[config.mk]
export PLATFORM = sky130hd
export DESIGN_NAME = extint_ctrl
export DESIGN_NICKNAME = d
export VERILOG_FILES = /design/src/rtl/extint_pkg.sv /design/src/rtl/extint_sync.sv /design/src/rtl/extint_regs.sv /design/src/rtl/extint_detect.sv /design/src/rtl/extint_ctrl.sv
export SDC_FILE = /design/constraint.sdc
export NUM_CORES = 1
export LEC_CHECK = 0
export ABC_AREA = 1
export BUFFER_PORTS_ARGS = -buffer_cell sky130_fd_sc_hd__buf_2
export CAP_MARGIN = 10
export CORE_ASPECT_RATIO = 0.5
export CORE_MARGIN = 1
export CORE_UTILIZATION = 53
export CTS_CLUSTER_SIZE = 40
export DETAILED_ROUTE_END_ITERATION = 6
export HOLD_SLACK_MARGIN = 0.03
export PLACE_DENSITY_LB_ADDON = 0.08
export SYNTH_ARGS = -nofsm -noshare
export SYNTH_HDL_FRONTEND = slang
export SYNTH_HIERARCHICAL = 1
export SYNTH_SLANG_ARGS = --single-unit
[constraint.sdc]
create_clock -name clk -period 1.2 [get_ports clk]
set_input_delay 0.3 -clock clk [delete_from_list [all_inputs] [get_ports clk]]
set_output_delay 0.3 -clock clk [all_outputs]
set_load 0.05 [all_outputs]
[src/rtl/extint_pkg.sv]
package extint_pkg;
  localparam int NUM_LINES     = 16;
  localparam int DATA_W        = 32;
  localparam int ADDR_W        = 3;
  localparam int SEL_W         = 4;
  localparam int SEL_PER_REG   = 4;
  localparam int NUM_SEL_REGS  = NUM_LINES / SEL_PER_REG;
  localparam int SEL_FIELD_W   = SEL_W * SEL_PER_REG;
  localparam int DED_LINES     = 5;   // lines with a private request
  localparam int MID_LAST      = 9;   // last line of the middle group

  typedef enum logic [ADDR_W-1:0] {
    A_SEL0 = 3'd0,
    A_SEL1 = 3'd1,
    A_SEL2 = 3'd2,
    A_SEL3 = 3'd3,
    A_RISE = 3'd4,
    A_FALL = 3'd5,
    A_MASK = 3'd6,
    A_PEND = 3'd7
  } reg_addr_e;
endpackage

[src/rtl/extint_sync.sv]
module extint_sync #(
  parameter int WIDTH  = 64,
  parameter int STAGES = 2
) (
  input  logic             clk,
  input  logic             rst,
  input  logic [WIDTH-1:0] d,
  output logic [WIDTH-1:0] q
);
  logic [WIDTH-1:0] chain [STAGES];

  always_ff @(posedge clk) begin
    if (rst) begin
      for (int s = 0; s < STAGES; s++) chain[s] <= '0;
    end else begin
      chain[0] <= d;
      for (int s = 1; s < STAGES; s++) chain[s] <= chain[s-1];
    end
  end

  assign q = chain[STAGES-1];
endmodule

[src/rtl/extint_regs.sv]
module extint_regs
  import extint_pkg::*;
(
  input  logic                       clk,
  input  logic                       rst,
  input  logic                       bus_wr,
  input  logic [ADDR_W-1:0]          bus_addr,
  input  logic [DATA_W-1:0]          bus_wdata,
  input  logic [NUM_LINES-1:0]       pend,
  output logic [NUM_LINES*SEL_W-1:0] sel,
  output logic [NUM_LINES-1:0]       rise_en,
  output logic [NUM_LINES-1:0]       fall_en,
  output logic [NUM_LINES-1:0]       mask,
  output logic [NUM_LINES-1:0]       reload,
  output logic [NUM_LINES-1:0]       clr,
  output logic [DATA_W-1:0]          bus_rdata
);
  logic unused_wdata_hi;
  assign unused_wdata_hi = ^bus_wdata[DATA_W-1:NUM_LINES];

  always_ff @(posedge clk) begin
    if (rst) begin
      sel     <= '0;
      rise_en <= '0;
      fall_en <= '0;
      mask    <= '0;
      reload  <= '0;
    end else begin
      for (int w = 0; w < NUM_SEL_REGS; w++) begin
        if (bus_wr && bus_addr == ADDR_W'(w))
          sel[w*SEL_FIELD_W +: SEL_FIELD_W] <= bus_wdata[SEL_FIELD_W-1:0];
        reload[w*SEL_PER_REG +: SEL_PER_REG] <=
          {SEL_PER_REG{bus_wr && bus_addr == ADDR_W'(w)}};
      end
      if (bus_wr && bus_addr == A_RISE) rise_en <= bus_wdata[NUM_LINES-1:0];
      if (bus_wr && bus_addr == A_FALL) fall_en <= bus_wdata[NUM_LINES-1:0];
      if (bus_wr && bus_addr == A_MASK) mask    <= bus_wdata[NUM_LINES-1:0];
    end
  end

  assign clr = (bus_wr && bus_addr == A_PEND) ? bus_wdata[NUM_LINES-1:0] : '0;

  logic [DATA_W-1:0] rd_next;
  always_comb begin
    rd_next = '0;
    for (int w = 0; w < NUM_SEL_REGS; w++)
      if (bus_addr == ADDR_W'(w))
        rd_next[SEL_FIELD_W-1:0] = sel[w*SEL_FIELD_W +: SEL_FIELD_W];
    case (bus_addr)
      A_RISE:  rd_next[NUM_LINES-1:0] = rise_en;
      A_FALL:  rd_next[NUM_LINES-1:0] = fall_en;
      A_MASK:  rd_next[NUM_LINES-1:0] = mask;
      A_PEND:  rd_next[NUM_LINES-1:0] = pend;
      default: ;
    endcase
  end

  always_ff @(posedge clk) begin
    if (rst) bus_rdata <= '0;
    else     bus_rdata <= rd_next;
  end
endmodule

[src/rtl/extint_detect.sv]
module extint_detect
  import extint_pkg::*;
#(
  parameter int NUM_PORTS = 4
) (
  input  logic                           clk,
  input  logic                           rst,
  input  logic [NUM_PORTS*NUM_LINES-1:0] pins_s,
  input  logic [NUM_LINES*SEL_W-1:0]     sel,
  input  logic [NUM_LINES-1:0]           rise_en,
  input  logic [NUM_LINES-1:0]           fall_en,
  input  logic [NUM_LINES-1:0]           mask,
  input  logic [NUM_LINES-1:0]           reload,
  input  logic [NUM_LINES-1:0]           clr,
  output logic [NUM_LINES-1:0]           hit,
  output logic [NUM_LINES-1:0]           pend
);
  logic [NUM_LINES-1:0] lvl;
  logic [NUM_LINES-1:0] prev;

  for (genvar n = 0; n < NUM_LINES; n++) begin : g_line
    logic [SEL_W-1:0] code;
    logic             lvl_n;
    assign code = sel[n*SEL_W +: SEL_W];
    always_comb begin
      lvl_n = 1'b0;
      for (int p = 0; p < NUM_PORTS; p++)
        if (code == SEL_W'(p)) lvl_n = pins_s[p*NUM_LINES + n];
    end
    assign lvl[n] = lvl_n;
  end

  // a selector write makes prev stale for one cycle; that cycle is ignored
  assign hit = ~reload & ((rise_en & lvl & ~prev) | (fall_en & ~lvl & prev));

  always_ff @(posedge clk) begin
    if (rst) begin
      prev <= '0;
      pend <= '0;
    end else begin
      prev <= lvl;
      pend <= (pend & ~clr) | (hit & mask);
    end
  end
endmodule

[src/rtl/extint_ctrl.sv]
module extint_ctrl
  import extint_pkg::*;
#(
  parameter int NUM_PORTS   = 4,
  parameter int SYNC_STAGES = 2
) (
  input  logic                           clk,
  input  logic                           rst,
  input  logic [NUM_PORTS*NUM_LINES-1:0] port_pins,
  input  logic                           bus_wr,
  input  logic [ADDR_W-1:0]              bus_addr,
  input  logic [DATA_W-1:0]              bus_wdata,
  output logic [DATA_W-1:0]              bus_rdata,
  output logic [DED_LINES-1:0]           irq_line,
  output logic                           irq_mid,
  output logic                           irq_hi
);
  localparam int PIN_W = NUM_PORTS * NUM_LINES;

  logic [PIN_W-1:0]           pins_s;
  logic [NUM_LINES*SEL_W-1:0] sel;
  logic [NUM_LINES-1:0]       rise_en, fall_en, mask, reload, clr, hit, pend_q;

  extint_sync #(.WIDTH(PIN_W), .STAGES(SYNC_STAGES)) u_sync (
    .clk(clk), .rst(rst), .d(port_pins), .q(pins_s)
  );

  extint_regs u_regs (
    .clk(clk), .rst(rst), .bus_wr(bus_wr), .bus_addr(bus_addr),
    .bus_wdata(bus_wdata), .pend(pend_q), .sel(sel), .rise_en(rise_en),
    .fall_en(fall_en), .mask(mask), .reload(reload), .clr(clr),
    .bus_rdata(bus_rdata)
  );

  extint_detect #(.NUM_PORTS(NUM_PORTS)) u_detect (
    .clk(clk), .rst(rst), .pins_s(pins_s), .sel(sel), .rise_en(rise_en),
    .fall_en(fall_en), .mask(mask), .reload(reload), .clr(clr),
    .hit(hit), .pend(pend_q)
  );

  logic [NUM_LINES-1:0] active;
  assign active = pend_q & mask;

  always_ff @(posedge clk) begin
    if (rst) begin
      irq_line <= '0;
      irq_mid  <= 1'b0;
      irq_hi   <= 1'b0;
    end else begin
      irq_line <= active[DED_LINES-1:0];
      irq_mid  <= |active[MID_LAST:DED_LINES];
      irq_hi   <= |active[NUM_LINES-1:MID_LAST+1];
    end
  end
endmodule

==> impl_metrics.env, run 1 <==
export IMPL_status="finished, violations left"
export IMPL_failed_checks="negative setup slack"
export IMPL_cts_root_buf="clkbuf_16"
export IMPL_power_net_switching_mw=5.537
export IMPL_maxSlewViolCount=0
export IMPL_die_y_microns=111.6
export IMPL_slowest_delay_ns=0.39
export IMPL_die_x_microns=221.2
export IMPL_ir_drop_mv=1.050
export IMPL_drive_gt1_share_pct=20.07
export IMPL_share_comb_of_total_power_pct=10.9
export IMPL_hp_class="in -> reg"
export IMPL_io_buffers=108
export IMPL_drt_iter0_drc=1250
export IMPL_via_count=11070
export IMPL_cts_tree="done"
export IMPL_ys_warn_count=6
export IMPL_antenna_found_initial=0
export IMPL_hold_slack_ns=0.08574
export IMPL_start_util_pct=54.91
export IMPL_cp_max_fo=1
export IMPL_fin_crit_sh_pct=116.4
export IMPL_io_pins=141
export IMPL_final_nets=1990
export IMPL_synth_avg_cell_area_sq_um=7.314
export IMPL_overflow=0
export IMPL_gr_usage_all_layers_pct=29.14
export IMPL_design_core_area_sq_um=23180
export IMPL_path_cells="buf_8"
export IMPL_p_leak_nw=6.722
export IMPL_first_global_vias=10020
export IMPL_timing_critical_path_buf_inv=1
export IMPL_pwr_share_clk_pct=40.3
export IMPL_dp_hpwl_microns=25970
export IMPL_p_per_area_nw_per_um2=1397
export IMPL_worst_slack_ns=-0.1973
export IMPL_slowest_stage="dfxtp_4"
export IMPL_grt_first_pass_wirelength_microns=55700
export IMPL_p_int_mw=16.09
export IMPL_fp_row_count=39
export IMPL_skew_ns=0.01620
export IMPL_area_delta_synth_final_pct=21.67
export IMPL_cp_end_kind="primary output"
export IMPL_maxCapViolations=0
export IMPL_critical_path_class="reg -> out"
export IMPL_cts_buffers=26
export IMPL_cp_top_family="flip-flops"
export IMPL_cp_startpoint="u_regs/bus_rdata[5]"
export IMPL_max_freq_mhz=715.6
export IMPL_r2r_slack_ns=0
export IMPL_cp_required_ns=0.90
export IMPL_ant_nets=0
export IMPL_worstReg2RegStart="u_regs/sel[17]"
export IMPL_wl_per_cell_microns=16.45
export IMPL_rr_endpoint="u_detect/pend[4]"
export IMPL_clock_sinks=299
export IMPL_rr_worst_depth=7
export IMPL_worst_path_stages=1
export IMPL_period_needed_ns=1.397
export IMPL_critical_path_endpoint="bus_rdata[5]"
export IMPL_synthCells=1740
export IMPL_drc=0
export IMPL_pwr_share_seq_pct=48.8
export IMPL_drt_pass1_iterations=5
export IMPL_n_antenna_cell=0
export IMPL_syn_area_sq_um=12730
export IMPL_power_switching_share_pct=25.60
export IMPL_hold_violations=0
export IMPL_arrival_ns=1.10
export IMPL_dieArea_sq_um=24670
export IMPL_cts_clk_slew_worst_paths_ns=0.07
export IMPL_gp_congestion=0.9954
export IMPL_vias_per_cell=5.000
export IMPL_pre_cts_ws_ns=-0.4516
export IMPL_setup_viol=23
export IMPL_final_setup_tns_ns=-2.873
export IMPL_wl_microns=36440
export IMPL_htreeDepth=1
export IMPL_clockBufferDepth=3
export IMPL_grt_setup_unrepaired="yes"
export IMPL_grt_max_degree=104
export IMPL_setup_worst_path_start_class="flip-flop"
export IMPL_clk_latency_ns=0.55
## sequential cells by signal, indices dropped and copies added, names as in the netlist
register          flops
u_sync/chain        128
u_regs/sel           64
u_detect/pend        16
u_detect/prev        16
u_regs/bus_rdata     16
u_regs/fall_en       16
u_regs/mask          16
u_regs/rise_en       16
irq_line              5
u_regs/reload         4
irq_hi                1
irq_mid               1
## power groups by stage
stage	registers, mW	logic, mW	clock network [mW]
5_1_grt	10.6	2.54	9.23
6_report	10.6	2.35	8.72
4_1_cts	10.5	2.24	8.82
3_3_place_gp	10.8	2.00	0
3_5_place_dp	10.8	2.03	0
2_1_floorplan	10.8	1.31	0
## metrics by stage
step / cells / total power, mW / util, % / instance area, sq um
after floorplan: 1755 / 12.09 / - / 12820
after global placement: 2101 / 12.76 / 58.28 / 13510
after detailed placement: 2101 / 12.79 / 58.28 / 13510
after CTS: 2213 / 21.61 / 65.88 / 15270
after global routing: 2215 / 22.36 / 66.81 / 15480
final: 2215 / 21.63 / 66.81 / 15480
## worst min-delay path by stage
stage | startpoint | slack (ns) | endpoint | cells past startpoint
floorplan | rst | 0.37 | irq_hi | 1
global placement | u_sync/chain[0][39] | 0.39 | u_sync/chain[0][103] | 2
detailed placement | u_sync/chain[0][45] | 0.40 | u_sync/chain[0][109] | 2
CTS | bus_wdata[8] | 0.06 | u_regs/sel[40] | 3
global route | bus_wdata[8] | 0.1 | u_regs/sel[40] | 3
finish | bus_wdata[8] | 0.09 | u_regs/sel[24] | 3
## cells in the final DEF, fill, tap and decap left out, types with 8 or more instances in the layout
cell / count
nand3_4: 15
a21oi_1: 93
dfxtp_4: 8
nor2_1: 361
conb_1: 16
buf_4: 85
buf_6: 8
nand2_1: 187
buf_8: 15
buf_2: 84
buf_12: 14
nand2_2: 19
clkbuf_16: 26
nand3_2: 34
nand3_1: 64
dfxtp_1: 255
o21ai_0: 127
nand4_1: 50
dfxtp_2: 36
dlygate4sd3_1: 64
inv_1: 304
## per-layer routing
layer | vias to the layer above | wire, microns | track usage (%)
met5 | - | 0 | 0
met4 | 0 | 569 | 5.781
met3 | 48 | 4138 | 7.812
met2 | 490 | 14400 | 40.90
met1 | 5017 | 17330 | 44.26
li1 | 5519 | - | -
## repair_timing
item	4_1_cts	5_1_grt
hold buffers	64	0
hold endpoints to repair	64	0
pin swaps	0	13
setup endpoints to repair	25	38
gates resized for setup	87	57
setup buffers	0	2
## layout make-up
| type | count | area [sq um] |
|---|---|---|
| Multi-Input combinational cell | 980 | 4686 |
| Inverter | 311 | 1167 |
| Clock buffer | 36 | 758.2 |
| Sequential cell | 299 | 6061 |
| Clock inverter | 12 | 133.9 |
| Tap cell | 307 | 384.1 |
| Timing Repair Buffer | 270 | 2295 |
| Fill cell | 1952 | 7694 |
Power figures use the tool's default switching activity.
==> inputs of run 2 (changes only) <==
--- a/config.mk
+++ b/config.mk
@@ -8,9 +8,11 @@
 export ABC_AREA = 1
 export BUFFER_PORTS_ARGS = -buffer_cell sky130_fd_sc_hd__buf_2
 export CAP_MARGIN = 10
+export CELL_PAD_IN_SITES_DETAIL_PLACEMENT = 0
+export CELL_PAD_IN_SITES_GLOBAL_PLACEMENT = 2
 export CORE_ASPECT_RATIO = 0.5
 export CORE_MARGIN = 1
-export CORE_UTILIZATION = 53
+export CORE_UTILIZATION = 30
 export CTS_CLUSTER_SIZE = 40
 export DETAILED_ROUTE_END_ITERATION = 6
 export HOLD_SLACK_MARGIN = 0.03
==> impl_metrics.env, run 2 (synthesis gave the netlist of run 1 again) <==
export IMPL_status="finished, violations left"
export IMPL_failed_checks="negative setup slack"
export IMPL_slowest_stage="dfxtp_4"
export IMPL_layout_commonest_cell="nor2_1"
export IMPL_fp_row_count=52
export IMPL_p_total_mw=22.71
export IMPL_power_switching_share_pct=26.25
export IMPL_pwr_share_clk_pct=42.6
export IMPL_area_delta_synth_final_pct=27.29
export IMPL_cp_end_kind="primary output"
export IMPL_timing_critical_path_buf_inv=1
export IMPL_wl_microns=42130
export IMPL_worst_slack_ns=-0.2030
export IMPL_setup_worst_path_start_class="flip-flop"
export IMPL_design_core_area_sq_um=41120
export IMPL_period_needed_ns=1.403
export IMPL_p_leak_nw=6.858
export IMPL_share_comb_of_total_power_pct=10.9
export IMPL_cp_max_fo=1
export IMPL_max_freq_mhz=712.8
export IMPL_hold_violations=0
export IMPL_regMostFlops="u_sync/chain"
export IMPL_drt_iter0_drc=840
export IMPL_gr_usage_all_layers_pct=19.52
export IMPL_path_cells="buf_8"
export IMPL_pre_cts_ws_ns=-0.5915
export IMPL_layout_common_cells="nor2_1, inv_1, dfxtp_1"
export IMPL_drive_gt1_share_pct=22.36
export IMPL_vias_per_cell=4.360
export IMPL_drt_pass1_iterations=7
export IMPL_antenna_found_initial=0
export IMPL_critical_path_class="reg -> out"
export IMPL_pwr_share_seq_pct=46.6
export IMPL_htreeDepth=1
export IMPL_n_antenna_cell=0
export IMPL_gp_congestion=0.8543
export IMPL_maxSlewViolCount=0
export IMPL_cp_required_ns=0.90
export IMPL_cts_buffers=29
export IMPL_die_x_microns=293.3
export IMPL_skew_ns=0.01262
export IMPL_largest_reg_flops=128
export IMPL_cp_top_family="flip-flops"
export IMPL_io_buffers=108
export IMPL_clockBufferDepth=3
export IMPL_clock_sinks=299
export IMPL_final_nets=1994
export IMPL_grt_setup_unrepaired="yes"
export IMPL_dieArea_sq_um=43300
export IMPL_instances_no_fill=2481
export IMPL_overflow=0
export IMPL_via_count=10820
export IMPL_arrival_ns=1.10
export IMPL_drc=0
export IMPL_die_y_microns=147.6
export IMPL_maxCapViolations=0
export IMPL_wl_per_cell_microns=16.98
export IMPL_ant_nets=0
export IMPL_clk_latency_ns=0.58
export IMPL_setup_viol=24
export IMPL_cts_root_buf="clkbuf_16"
export IMPL_dp_hpwl_microns=31710
export IMPL_ir_drop_mv=1.002
export IMPL_start_util_pct=30.95
export IMPL_cts_clk_slew_worst_paths_ns=0.07
export IMPL_final_core_util_pct=39.40
export IMPL_power_net_switching_mw=5.960
export IMPL_final_setup_tns_ns=-3.707
export IMPL_grt_max_degree=67
export IMPL_first_global_vias=10000
export IMPL_dpl_cell_count=2363
export IMPL_hp_class="in -> reg"
export IMPL_cts_tree="done"
export IMPL_io_pins=141
export IMPL_grt_first_pass_wirelength_microns=63200
export IMPL_fin_crit_sh_pct=116.9
export IMPL_largest_registers="u_sync/chain (128), u_regs/sel (64)"
export IMPL_slowest_delay_ns=0.38
export IMPL_p_per_area_nw_per_um2=1402
export IMPL_p_int_mw=16.75
[run 2: per-layer routing]
layer	global-route usage, %	wire length (microns)	up-vias
met1	32.73	23850	4976
met4	3.255	659	0
met2	25.32	15500	261
met5	0	0	-
li1	-	-	5537
met3	2.962	2118	44
[run 2: path summary, 6_finish.rpt]
path | startpoint | endpoint | slack (ns) | cells past startpoint
worst max-delay path | u_regs/bus_rdata[5] | bus_rdata[5] | -0.20 | 1
worst min register to register | u_sync/chain[0][20] | u_sync/chain[0][84] | 0.40 | 2
worst min-delay path | bus_wdata[1] | u_regs/sel[33] | 0.07 | 3
worst max register to register | u_regs/sel[5] | u_detect/pend[1] | -0.02 | 5
[run 2: final cells by class]
class                      instances  area (sq um)
timing repair buffer             271          2387
fill                            4321         24920
clock buffer                      40         827.0
multi-input combinational        980          4848
clock inverter                    13         166.4
sequential                       299          6087
tap                              567         709.4
inverter                         311          1175
[run 2: power by group through the flow]
| stage | clock network (mW) | logic [mW] | registers, mW |
|---|---|---|---|
| after floorplan | 0 | 1.31 | 10.8 |
| after global routing | 10.4 | 2.69 | 10.6 |
| final | 9.67 | 2.47 | 10.6 |
| after global placement | 0 | 2.16 | 10.8 |
| after detailed placement | 0 | 2.17 | 10.8 |
| after CTS | 9.96 | 2.40 | 10.6 |
[run 2: per-stage QoR]
stage / hold slack (ns) / cell area, sq um
4_1_cts: 0.04525 / 15880
2_1_floorplan: 0.3691 / 12820
3_3_place_gp: 0.3935 / 13920
6_report: 0.06986 / 16200
5_1_grt: 0.06246 / 16200
3_5_place_dp: 0.3941 / 13920
[run 2: repair_timing]
action,CTS,global route
pin swaps,5,40
setup buffers,0,1
endpoints found under the setup margin,34,40
hold buffers,64,0
resized for setup,110,104
hold endpoints to repair,64,0
==> inputs of run 3 (changes only) <==
--- a/config.mk
+++ b/config.mk
@@ -5,18 +5,18 @@
 export SDC_FILE = /design/constraint.sdc
 export NUM_CORES = 1
 export LEC_CHECK = 0
-export ABC_AREA = 1
 export BUFFER_PORTS_ARGS = -buffer_cell sky130_fd_sc_hd__buf_2
 export CAP_MARGIN = 10
 export CELL_PAD_IN_SITES_DETAIL_PLACEMENT = 0
 export CELL_PAD_IN_SITES_GLOBAL_PLACEMENT = 2
 export CORE_ASPECT_RATIO = 0.5
 export CORE_MARGIN = 1
-export CORE_UTILIZATION = 30
+export CORE_UTILIZATION = 33
 export CTS_CLUSTER_SIZE = 40
 export DETAILED_ROUTE_END_ITERATION = 6
 export HOLD_SLACK_MARGIN = 0.03
 export PLACE_DENSITY_LB_ADDON = 0.08
+export SLEW_MARGIN = 10
 export SYNTH_ARGS = -nofsm -noshare
 export SYNTH_HDL_FRONTEND = slang
 export SYNTH_HIERARCHICAL = 1
==> impl_metrics.env, run 3 <==
export IMPL_first_global_vias=8951
export IMPL_clock_sinks=299
export IMPL_ys_warn_count=6
export IMPL_die_y_microns=138.5
export IMPL_stdcell_area_sq_um=16040
export IMPL_die_x_microns=274.9
export IMPL_p_leak_nw=6.055
export IMPL_grt_first_pass_wirelength_microns=56060
export IMPL_layout_commonest_cell="nand2_1"
export IMPL_r2r_slack_ns=-0.20
export IMPL_wl_microns=37370
export IMPL_max_freq_mhz=715.3
export IMPL_grt_max_degree=49
export IMPL_status="finished, violations left"
export IMPL_ir_drop_mv=0.9111
export IMPL_antenna_found_initial=1
export IMPL_start_util_pct=33.86
export IMPL_design_core_area_sq_um=36290
export IMPL_cp_end_kind="flip-flop"
export IMPL_cts_tree="done"
export IMPL_hold_slack_ns=0.1386
export IMPL_cp_required_ns=1.65
export IMPL_gp_congestion=0.8198
export IMPL_rr_endpoint="u_regs/bus_rdata[8]"
export IMPL_instances_no_fill=1964
export IMPL_cts_buffers=29
export IMPL_arrival_ns=1.84
export IMPL_wl_per_cell_microns=19.03
export IMPL_synthCells=1292
export IMPL_p_per_area_nw_per_um2=1338
export IMPL_whs_endpoint="u_regs/sel[59]"
export IMPL_critical_path_class="reg -> reg"
export IMPL_clockBufferDepth=3
export IMPL_regMostFlops="u_sync/chain"
export IMPL_rr_worst_depth=4
export IMPL_layout_common_cells="nand2_1, dfxtp_1, nor2b_1"
export IMPL_final_nets=1563
export IMPL_maxCapViolations=0
export IMPL_cp_startpoint="u_regs/sel[8]"
export IMPL_drive_gt1_share_pct=32.52
export IMPL_worst_slack_ns=-0.1980
export IMPL_synth_avg_cell_area_sq_um=9.511
export IMPL_cp_max_fo=4
export IMPL_place_area_sq_um=13740
export IMPL_gr_usage_all_layers_pct=19.52
export IMPL_syn_area_sq_um=12290
export IMPL_ant_nets=0
export IMPL_grt_setup_unrepaired="yes"
export IMPL_skew_ns=0.02235
export IMPL_period_needed_ns=1.398
export IMPL_io_buffers=108
export IMPL_hold_violations=0
export IMPL_drt_pass1_iterations=7
export IMPL_cts_clk_slew_worst_paths_ns=0.06
export IMPL_vias_per_cell=4.724
export IMPL_maxSlewViolCount=0
export IMPL_largest_registers="u_sync/chain (128), u_regs/sel (64)"
export IMPL_setup_worst_path_start_class="flip-flop"
export IMPL_clk_latency_ns=0.58
export IMPL_drc=1
export IMPL_dpl_cell_count=1848
export IMPL_largest_reg_flops=128
export IMPL_worstReg2RegStart="u_regs/sel[8]"
export IMPL_io_pins=141
export IMPL_failed_checks="design-rule violations, negative setup slack"
export IMPL_hp_class="in -> reg"
export IMPL_setup_viol=63
export IMPL_cts_root_buf="clkbuf_16"
export IMPL_dp_hpwl_microns=26620
export IMPL_hold_path_startpoint="bus_wdata[11]"
export IMPL_htreeDepth=1
export IMPL_overflow=0
export IMPL_via_count=9277
export IMPL_fp_row_count=49
export IMPL_holdPathStages=4
export IMPL_dieArea_sq_um=38060
export IMPL_drt_iter0_drc=666
export IMPL_fin_crit_sh_pct=116.5
export IMPL_area_delta_synth_final_pct=30.50
## run 3: worst max-delay path, stage by stage (launching register included)
cell and delay (ns):
dfxtp_4 0.38, buf_6 0.11, mux4_2 0.53, o22ai_2 0.19, nor3_2 0.05
## run 3: how the worst max path moves through the flow
stage,endpoint,cells after the start
after global placement,u_regs/bus_rdata[1],4
after CTS,bus_rdata[15],1
after detailed placement,u_regs/bus_rdata[1],4
final,u_regs/bus_rdata[8],4
after floorplan,u_regs/sel[8],6
after global routing,u_regs/bus_rdata[8],4
## run 3: metal layers
metal	up-vias	track usage, %	wire [microns]
met2	206	26.63	14650
li1	4566	-	-
met1	4462	31.28	20390
met4	0	3.867	573
met3	43	3.474	1762
met5	-	0	0
## run 3: layout make-up
type | instances | area, sq um
Fill cell | 3485 | 20260
Sequential cell | 299 | 6093
Multi-Input combinational cell | 807 | 5574
Timing Repair Buffer | 308 | 2819
Clock buffer | 40 | 817.0
Tap cell | 484 | 605.6
Clock inverter | 9 | 63.81
Inverter | 16 | 60.06
Antenna cell | 1 | 2.502
## run 3: repair_timing
action	CTS	global route
hold buffers	64	0
setup buffers	2	0
endpoints found under the setup margin	71	71
pin swaps	19	14
endpoints found under the hold margin	64	0
gates resized for setup	188	42
## run 3: power by group
group / leakage, nW / switching, mW / internal [mW]
Clock: 0.442 / 3.98 / 4.75
Combinational: 3.13 / 1.21 / 1.07
Sequential: 2.48 / 0.180 / 10.3
Total: 6.06 / 5.37 / 16.1
## run 3: through the flow
stage	setup TNS (ns)	setup slack, ns	power [mW]	util, %
finish	-6.693	-0.1980	21.45	44.18
global route	-9.477	-0.2116	22.28	44.18
CTS	-8.035	-0.1920	21.66	43.67
detailed placement	-66.74	-0.5417	12.57	37.86
global placement	-63.83	-0.5282	12.55	37.86
floorplan	-9.103	-0.2418	11.88	-
